==> config.mk <==
export PLATFORM = sky130hd
export DESIGN_NAME = beep_tone_gen
export DESIGN_NICKNAME = d
export VERILOG_FILES = /design/src/rtl/beep_pkg.sv /design/src/rtl/beep_tone_path.sv /design/src/rtl/beep_ctrl.sv /design/src/rtl/beep_tone_gen.sv
export SDC_FILE = /design/constraint.sdc
export NUM_CORES = 1
export LEC_CHECK = 0
export BUFFER_PORTS_ARGS = -buffer_cell sky130_fd_sc_hd__buf_4
export CORE_UTILIZATION = 44
export CTS_CLUSTER_DIAMETER = 200
export CTS_CLUSTER_SIZE = 28
export DETAILED_ROUTE_END_ITERATION = 10
export SLEW_MARGIN = 20
export SYNTH_ARGS = -nofsm -noshare
export SYNTH_HDL_FRONTEND = slang
export SYNTH_SLANG_ARGS = --single-unit
export TNS_END_PERCENT = 5
==> constraint.sdc <==
create_clock -name clk -period 2.36 [get_ports clk]
set_clock_uncertainty 0.2 [all_clocks]
set_input_delay 0.118 -clock clk [delete_from_list [all_inputs] [get_ports clk]]
set_output_delay 0.118 -clock clk [all_outputs]
set_load 0.01 [all_outputs]
==> src/rtl/beep_pkg.sv <==
package beep_pkg;

  // Strobes from the beep controller to the tone datapath.
  typedef struct packed {
    logic hold;     // keep the tone counter cleared (no beep)
    logic restart;  // a request this cycle: restart tone phase
  } toneCtl_t;

endpackage

==> src/rtl/beep_tone_path.sv <==
module beep_tone_path
  import beep_pkg::*;
#(
  parameter int PRE_W  = 4,
  parameter int TONE_W = 4
) (
  input  logic     clk,
  input  logic     rstN,
  input  logic     sysEn,
  input  toneCtl_t ctl,
  output logic     dispEn,
  output logic     toneOut,
  output logic     periodDone
);

  localparam logic [PRE_W-1:0]  PRE_MAX  = {PRE_W{1'b1}};
  localparam logic [TONE_W-1:0] TONE_MAX = {TONE_W{1'b1}};

  logic [PRE_W-1:0]  preCnt;
  logic [TONE_W-1:0] toneCnt;
  logic              preWrap;
  logic              toneClr;

  // Free-running prescaler: only sysEn moves it.
  always_ff @(posedge clk or negedge rstN) begin
    if (!rstN)      preCnt <= '0;
    else if (sysEn) preCnt <= preCnt + 1'b1;
  end

  assign dispEn  = sysEn & preCnt[0];
  assign preWrap = sysEn & (preCnt == PRE_MAX);
  assign toneClr = ctl.hold | ctl.restart;

  // Clear-gated tone counter.
  always_ff @(posedge clk or negedge rstN) begin
    if (!rstN)        toneCnt <= '0;
    else if (toneClr) toneCnt <= '0;
    else if (preWrap) toneCnt <= toneCnt + 1'b1;
  end

  assign toneOut    = toneCnt[TONE_W-1];
  assign periodDone = preWrap & (toneCnt == TONE_MAX) & ~toneClr;

  // display enable never fires twice in a row
  assert_disp_half_rate_R1: assert property (@(posedge clk) disable iff (!rstN)
    dispEn |=> !dispEn);

  // tone counter holds when there is no prescaler wrap and no clear
  assert_tone_holds_R3: assert property (@(posedge clk) disable iff (!rstN)
    (!preWrap && !toneClr) |=> $stable(toneCnt));

  // a clear leaves the tone output low
  assert_clear_silent_R4: assert property (@(posedge clk) disable iff (!rstN)
    toneClr |=> !toneOut);

endmodule

==> src/rtl/beep_ctrl.sv <==
module beep_ctrl
  import beep_pkg::*;
#(
  parameter int SHORT_PERIODS = 480,
  parameter int LONG_PERIODS  = 2400
) (
  input  logic     clk,
  input  logic     rstN,
  input  logic     reqShort,
  input  logic     reqLong,
  input  logic     periodDone,
  output toneCtl_t ctl,
  output logic     active
);

  localparam int MAX_PERIODS = (LONG_PERIODS > SHORT_PERIODS) ? LONG_PERIODS : SHORT_PERIODS;
  localparam int REM_W = $clog2(MAX_PERIODS + 1);
  localparam logic [REM_W-1:0] SHORT_LEN = REM_W'(SHORT_PERIODS);
  localparam logic [REM_W-1:0] LONG_LEN  = REM_W'(LONG_PERIODS);
  localparam logic [REM_W-1:0] ONE       = REM_W'(1);

  logic [REM_W-1:0] remCnt;

  always_ff @(posedge clk or negedge rstN) begin
    if (!rstN) begin
      active <= 1'b0;
      remCnt <= '0;
    end else if (reqLong) begin
      active <= 1'b1;
      remCnt <= LONG_LEN;
    end else if (reqShort) begin
      active <= 1'b1;
      remCnt <= SHORT_LEN;
    end else if (active && periodDone) begin
      if (remCnt == ONE) begin
        active <= 1'b0;
        remCnt <= '0;
      end else begin
        remCnt <= remCnt - 1'b1;
      end
    end
  end

  always_comb begin
    ctl.hold    = ~active;
    ctl.restart = reqShort | reqLong;
  end

  // long request loads the long length, even alongside a short one
  assert_long_load_R7: assert property (@(posedge clk) disable iff (!rstN)
    reqLong |=> (active && remCnt == LONG_LEN));

  // short request alone loads the short length
  assert_short_load_R6: assert property (@(posedge clk) disable iff (!rstN)
    (reqShort && !reqLong) |=> (active && remCnt == SHORT_LEN));

  // without a request the remaining count never grows
  assert_rem_no_rise_R8: assert property (@(posedge clk) disable iff (!rstN)
    (!reqShort && !reqLong) |=> remCnt <= $past(remCnt));

  // any request keeps the beep alive in the next cycle
  assert_req_wins_R10: assert property (@(posedge clk) disable iff (!rstN)
    (reqShort || reqLong) |=> active);

endmodule

==> src/rtl/beep_tone_gen.sv <==
module beep_tone_gen
  import beep_pkg::*;
#(
  parameter int PRE_W         = 4,
  parameter int TONE_W        = 4,
  parameter int SHORT_PERIODS = 480,
  parameter int LONG_PERIODS  = 2400
) (
  input  logic clk,
  input  logic rstN,
  input  logic sysEn,
  input  logic reqShort,
  input  logic reqLong,
  output logic dispEn,
  output logic toneOut,
  output logic beepActive
);

  toneCtl_t toneCtl;
  logic     periodDone;

  beep_ctrl #(
    .SHORT_PERIODS (SHORT_PERIODS),
    .LONG_PERIODS  (LONG_PERIODS)
  ) ctrl_i (
    .clk        (clk),
    .rstN       (rstN),
    .reqShort   (reqShort),
    .reqLong    (reqLong),
    .periodDone (periodDone),
    .ctl        (toneCtl),
    .active     (beepActive)
  );

  beep_tone_path #(
    .PRE_W  (PRE_W),
    .TONE_W (TONE_W)
  ) path_i (
    .clk        (clk),
    .rstN       (rstN),
    .sysEn      (sysEn),
    .ctl        (toneCtl),
    .dispEn     (dispEn),
    .toneOut    (toneOut),
    .periodDone (periodDone)
  );

  // silent whenever no beep is active
  assert_idle_quiet_R4: assert property (@(posedge clk) disable iff (!rstN)
    !beepActive |-> !toneOut);

endmodule

==> results of run 1 <==
==> through the flow <==
stage	instance area, um^2	hold slack [ns]	util	total power, W	cells
floorplan	1190	-0.378	-	0.000523	121
global placement	1260	-0.181	0.501	0.000564	154
detailed placement	1260	-0.182	0.501	0.000569	154
CTS	1330	0.0185	0.528	0.000753	162
global route	1330	0.0324	0.528	0.000789	162
finish	1330	0.0120	0.528	0.000741	162
==> metal layers <==
layer  track usage  routed length [um]  vias up
met5             0                   0        -
met4        0.0769                  23        0
met3        0.0339                  60        3
met2         0.348                1220       14
met1         0.252                1110      457
li1              -                   -      474
==> cells by family after synthesis <==
family | after synthesis | share of synthesized area
xor gates and xnor gates | 6 | 0.0441
AOI/OAI and AO/OA | 26 | 0.141
adders and majority gates | 4 | 0.0420
DFF | 21 | 0.441
and+or+nand+nor | 53 | 0.283
muxes | 1 | 0.00944
buffers and inverters | 10 | 0.0399
==> flip-flops by register name (all words and copies together) (netlist names) <==
name and count:
ctrl_i.active 1, path_i.toneCnt 4, ctrl_i.remCnt 12, path_i.preCnt 4
==> worst max-delay path, delay by kind of cell (launching register included) <==
family                     cells  cell delay (ns)
DFF                            1             0.40
and+or+nand+nor                4             1.22
adders and majority gates      1             0.20
==> power groups by stage <==
| stage | Clock, W | Sequential [W] | Combinational [W] |
|---|---|---|---|
| floorplan | 0 | 0.000437 | 0.0000860 |
| global placement | 0 | 0.000444 | 0.000120 |
| detailed placement | 0 | 0.000448 | 0.000121 |
| CTS | 0.000185 | 0.000441 | 0.000128 |
| global route | 0.000198 | 0.000446 | 0.000145 |
| finish | 0.000178 | 0.000439 | 0.000125 |
==> cells in the mapped netlist (3+ instances only) <==
master / count
dfrtp_1: 21
nand2_1: 14
a21oi_1: 10
nor2_1: 9
nand4_1: 6
ha_1: 4
inv_1: 4
clkbuf_1: 3
nand3_1: 3
nor4_1: 3
nor4_4: 3
o21ai_1: 3
o31ai_1: 3
xnor2_1: 3
xor2_1: 3
==> final timing paths <==
path	start	to	slack [ns]	depth (start not counted)
setup / recovery	path_i.preCnt[0]	ctrl_i.remCnt[6]	0.28	5
hold / removal	rstN	ctrl_i.remCnt[7]	0.01	2
hold reg to reg	path_i.preCnt[0]	path_i.preCnt[0]	0.31	1
setup reg to reg	path_i.preCnt[0]	ctrl_i.remCnt[6]	0.28	5
max in group asynchronous	rstN	path_i.preCnt[1]	1.73	2
min in group clk	path_i.preCnt[0]	path_i.preCnt[0]	0.31	1
==> what timing repair did <==
action	CTS	global route
endpoints found under the setup margin	0	0
hold buffers	4	0
hold endpoints to repair	29	0
==> cell type report <==
type / count / share of cell area
multi-input cells: 90 / 0.465
flip-flops and latches: 21 / 0.395
repair buffers: 13 / 0.0808
well taps: 30 / 0.0282
clock buffers: 4 / 0.0197
inverters: 4 / 0.0113
==> results.toml, run 1 <==
[yosys]
synth_top_area_cell = "dfrtp_1"
ys_seq_area_frac = 0.441
ys.warnings.count = 0
synth_edf_count = 0
async_flop_share = 1.00
ys_types = 37
synth_seq_cells = 21
synthFlopType = "dfrtp_1"
netlist_top_cells_area = "dfrtp_1 (44%), nor4_4 (5.4%), nand2_1 (4.4%)"
synthCells = 121
netlist.area_leader.share = 0.441
synth_area_um2 = 1190
synth_fp_nets = 130
synth.avg_cell_area_um2 = 9.85

[routing]
drtIter0Drc = 13
via_per_inst = 5.85
dr_total_vias = 948
postRouteAntennaNets = 0
drt_wl_total_um = 2410
drt-pass1-iter-count = 4
drc = 0
wl_per_cell_um = 14.9

[clock_network]
cts_tree = "yes"
cts.clk_slew.worst_paths_ns = 0.12
clockBufferDepth = 2
post_cts_resized = 0
ctsHtreeMaxLevel = 1
cts_sinks = 21
root_buffer = "clkbuf_4"
clkLatencyLatePin_ns = 0.31
cts_buffers = 3
post_cts_buffers = 0

[floorplanning]
rows = 18
die_h_um = 54.1
die_w_um = 54.1
start_util = 0.473
num_io_pins = 8
core_um2 = 2520
die_area_um2 = 2920

[timing]
worst_slack_ns = 0.280
period_share = 0.882
rsz0062_at_grt = "false"
slew_violations = 0
slew_headroom = 0.717
setup_viol = 0
final.setup.tns_ns = 0
max_freq_mhz = 481
tightest_slew_ns = 0.425
finalCriticalPeriod_ns = 2.08
hold_viol_final = 0

[pwr]
clkPwrFrac = 0.240
power.leakage_nw = 0.529
seqPwrFrac = 0.592
pwr-share-comb = 0.168
peakVddDrop_mv = 0.458
p_int_w = 0.000532
switchingPower_w = 0.000210
p_per_area_nw_per_um2 = 557
swShare = 0.283

[global_route]
grt_pass1_wl_um = 4150
grt_pass1_vias = 908
grt_max_degree = 22
overflow = 0
track_usage = 0.203
grt_antenna_before_repair = 0

[worst_setup_path]
cp_max_fo = 11
cpMaxStageDelayCell = "or4b_1"
cp-start-kind = "flop"
crit_required_ns = 2.42
critPathArrivalTime_ns = 2.14
cp_slowest_stage_delay_ns = 0.55
cp-end-kind = "flop"
worstSetupPathType = "flop to flop"
worstPathCellList = "ha_1, nand4_2, or2_1, or4b_1, nand3_1"

[placed_design]
place_hpwl_um = 1740
pre_cts_ws_ns = 0.323
port_buffers = 7
place_congestion = 0.751

[hold_path]
holdCritPathClass = "primary input to async pin"

[run]
cap_violations = 0

[run_status]
status = "finished clean"

[finish]
nNetsFinal = 142
nFillCells = 238
regArea_um2 = 526
multi_input_area_um2 = 619
drive_above_1_share = 0.152
syn_to_final_growth_pct = 11.6
layout_common_cells = "dfrtp_1 (21), nand2_1 (14), a21oi_1 (10)"
antenna_cells = 0
layout_commonest_cell = "dfrtp_1"
Power figures use the tool's default switching activity.
==> run 2: changes to the inputs <==
ABC_AREA = 1   (was not set)
GPL_TIMING_DRIVEN = 0   (was not set)
==> results.toml, run 2 <==
[yosys]
synthCells = 167
synth_common_cells = "nand2_1 (35), nor2_1 (30), dfrtp_1 (21)"
synth_area_um2 = 1260
synth_top_area_cell = "dfrtp_1"
synth_edf_count = 0
ys.warnings.count = 0
synth_seq_cells = 21
ys_types = 24
post-synth-top-count-cell = "nand2_1"
ys_seq_area_frac = 0.415
netlist_top_cells_area = "dfrtp_1 (42%), nand2_1 (10%), nor2_1 (8.9%)"
netlist.area_leader.share = 0.415
synthFlopType = "dfrtp_1"
async_flop_share = 1.00
synth_fp_nets = 176
synth.avg_cell_area_um2 = 7.57

[hold_path]
holdCritPathClass = "primary input to async pin"

[clock_network]
post_cts_buffers = 0
cts_buffers = 3
post_cts_resized = 0
ctsHtreeMaxLevel = 1
cts_tree = "yes"
root_buffer = "clkbuf_4"
cts.clk_slew.worst_paths_ns = 0.13
postCtsHoldBufs = 5
clockBufferDepth = 2
clkLatencyLatePin_ns = 0.31
cts_sinks = 21

[placed_design]
place_hpwl_um = 1790
place_congestion = 0.827
dpl_cell_area_um2 = 1360
port_buffers = 7

[routing]
via_per_inst = 5.05
drt_wl_total_um = 2510
drc = 0
wl_per_cell_um = 11.7
postRouteAntennaNets = 0
dr_total_vias = 1081
drtIter0Drc = 52
drt-pass1-iter-count = 4

[timing]
period_share = 0.781
setup_viol = 0
slew_headroom = 0.744
hold_viol_final = 0
final.setup.tns_ns = 0
whs_ns = 0.0244
tightest_slew_ns = 0.382
max_freq_mhz = 543
slew_violations = 0
finalCriticalPeriod_ns = 1.84
rsz0062_at_grt = "false"

[finish]
antenna_cells = 0
layout_common_cells = "nand2_1 (35), nor2_1 (30), dfrtp_1 (21)"
nFillCells = 275
syn_to_final_growth_pct = 13.4
largest_reg_flops = 12
finish.utilization = 0.524
design_area_um2 = 1430
drive_above_1_share = 0.158
layout_commonest_cell = "nand2_1"
top_register = "ctrl_i.remCnt"
nNetsFinal = 193
reg_top3 = "ctrl_i.remCnt x12, path_i.preCnt x4, path_i.toneCnt x4"

[floorplanning]
die_w_um = 55.6
die_h_um = 55.6
start_util = 0.463
rows = 19
die_area_um2 = 3090
core_um2 = 2730
num_io_pins = 8

[worst_setup_path]
crit_required_ns = 2.37
cp-end-kind = "flop"
critPathArrivalTime_ns = 1.85
cp_max_fo = 4
worstSetupPathType = "flop to flop"
cp-start-kind = "flop"

[run]
cap_violations = 0

[pwr]
peakVddDrop_mv = 0.393
power.leakage_nw = 0.688
p_per_area_nw_per_um2 = 532

[global_route]
grt_max_degree = 22
grt_pass1_wl_um = 4500
track_usage = 0.186
grt_antenna_before_repair = 0
overflow = 0
grt_pass1_vias = 1017

[run_status]
status = "finished clean"
==> run 2: cell types whose count changed after synthesis, moves of 5 or more <==
cell,delta
nand2_1,+21
nor2_1,+21
inv_1,+16
nand4_1,-5
nand3_1,+13
o21ai_0,+5
==> run 2: path summary, 6_finish.rpt <==
path	start	end	slack [ns]	depth (start not counted)
max	ctrl_i.remCnt[0]	ctrl_i.remCnt[10]	0.52	9
min	rstN	ctrl_i.remCnt[7]	0.02	2
max reg2reg	ctrl_i.remCnt[0]	ctrl_i.remCnt[10]	0.52	9
min reg2reg	path_i.preCnt[3]	path_i.preCnt[3]	0.30	1
max in group asynchronous	rstN	ctrl_i.remCnt[2]	1.69	2
min in group clk	path_i.preCnt[3]	path_i.preCnt[3]	0.30	1
==> run 2: cell families after synthesis <==
kind of cell | count (synthesis) | share of synthesized area
AOI/OAI and AO/OA | 20 | 0.0880
xor gates and xnor gates | 3 | 0.0208
adders and majority gates | 4 | 0.0396
buffers and inverters | 21 | 0.0682
DFF | 21 | 0.415
muxes | 1 | 0.00890
and+or+nand+nor | 97 | 0.359
==> run 2: metal layers <==
layer,track usage,share of wire,vias up
li1,-,-,562
met1,0.254,0.49,493
met2,0.287,0.46,19
met3,0.0209,0.018,7
met4,0.107,0.026,0
met5,0,0,-
==> run 2: metrics by stage <==
| stage | cells | total power, W | worst slack (ns) |
|---|---|---|---|
| after floorplan | 167 | 0.000540 | 0.744 |
| after global placement | 205 | 0.000577 | 0.564 |
| after detailed placement | 205 | 0.000586 | 0.559 |
| after CTS | 214 | 0.000775 | 0.530 |
| after global routing | 214 | 0.000815 | 0.366 |
| final | 214 | 0.000762 | 0.517 |
==> run 2: critical path, cell delays in order, from the launching register on <==
cell	delay, ns
dfrtp_1	0.44
inv_1	0.15
ha_1	0.24
inv_1	0.05
nor2_1	0.18
nand3_1	0.12
nor2_1	0.13
nand2_2	0.07
nor2_1	0.11
nor2_2	0.05
==> run 2: cell type report <==
cell class | instances | area (um^2) | share of cell area
multi-input combinational | 125 | 653 | 0.455
tap | 31 | 38.8 | 0.0271
clock buffer | 3 | 22.5 | 0.0157
sequential | 21 | 526 | 0.366
buffer | 1 | 11.3 | 0.00785
inverter | 20 | 75.1 | 0.0524
clock inverter | 1 | 5.00 | 0.00349
timing repair buffer | 12 | 103 | 0.0716
==> run 2: report_power, final <==
part	total (W)	switching (W)	internal, W	leakage (nW)
combinational	0.000151	0.0000828	0.0000681	0.414
clock	0.000177	0.000114	0.0000633	0.0177
sequential	0.000434	0.0000377	0.000397	0.256
total	0.000762	0.000234	0.000528	0.688
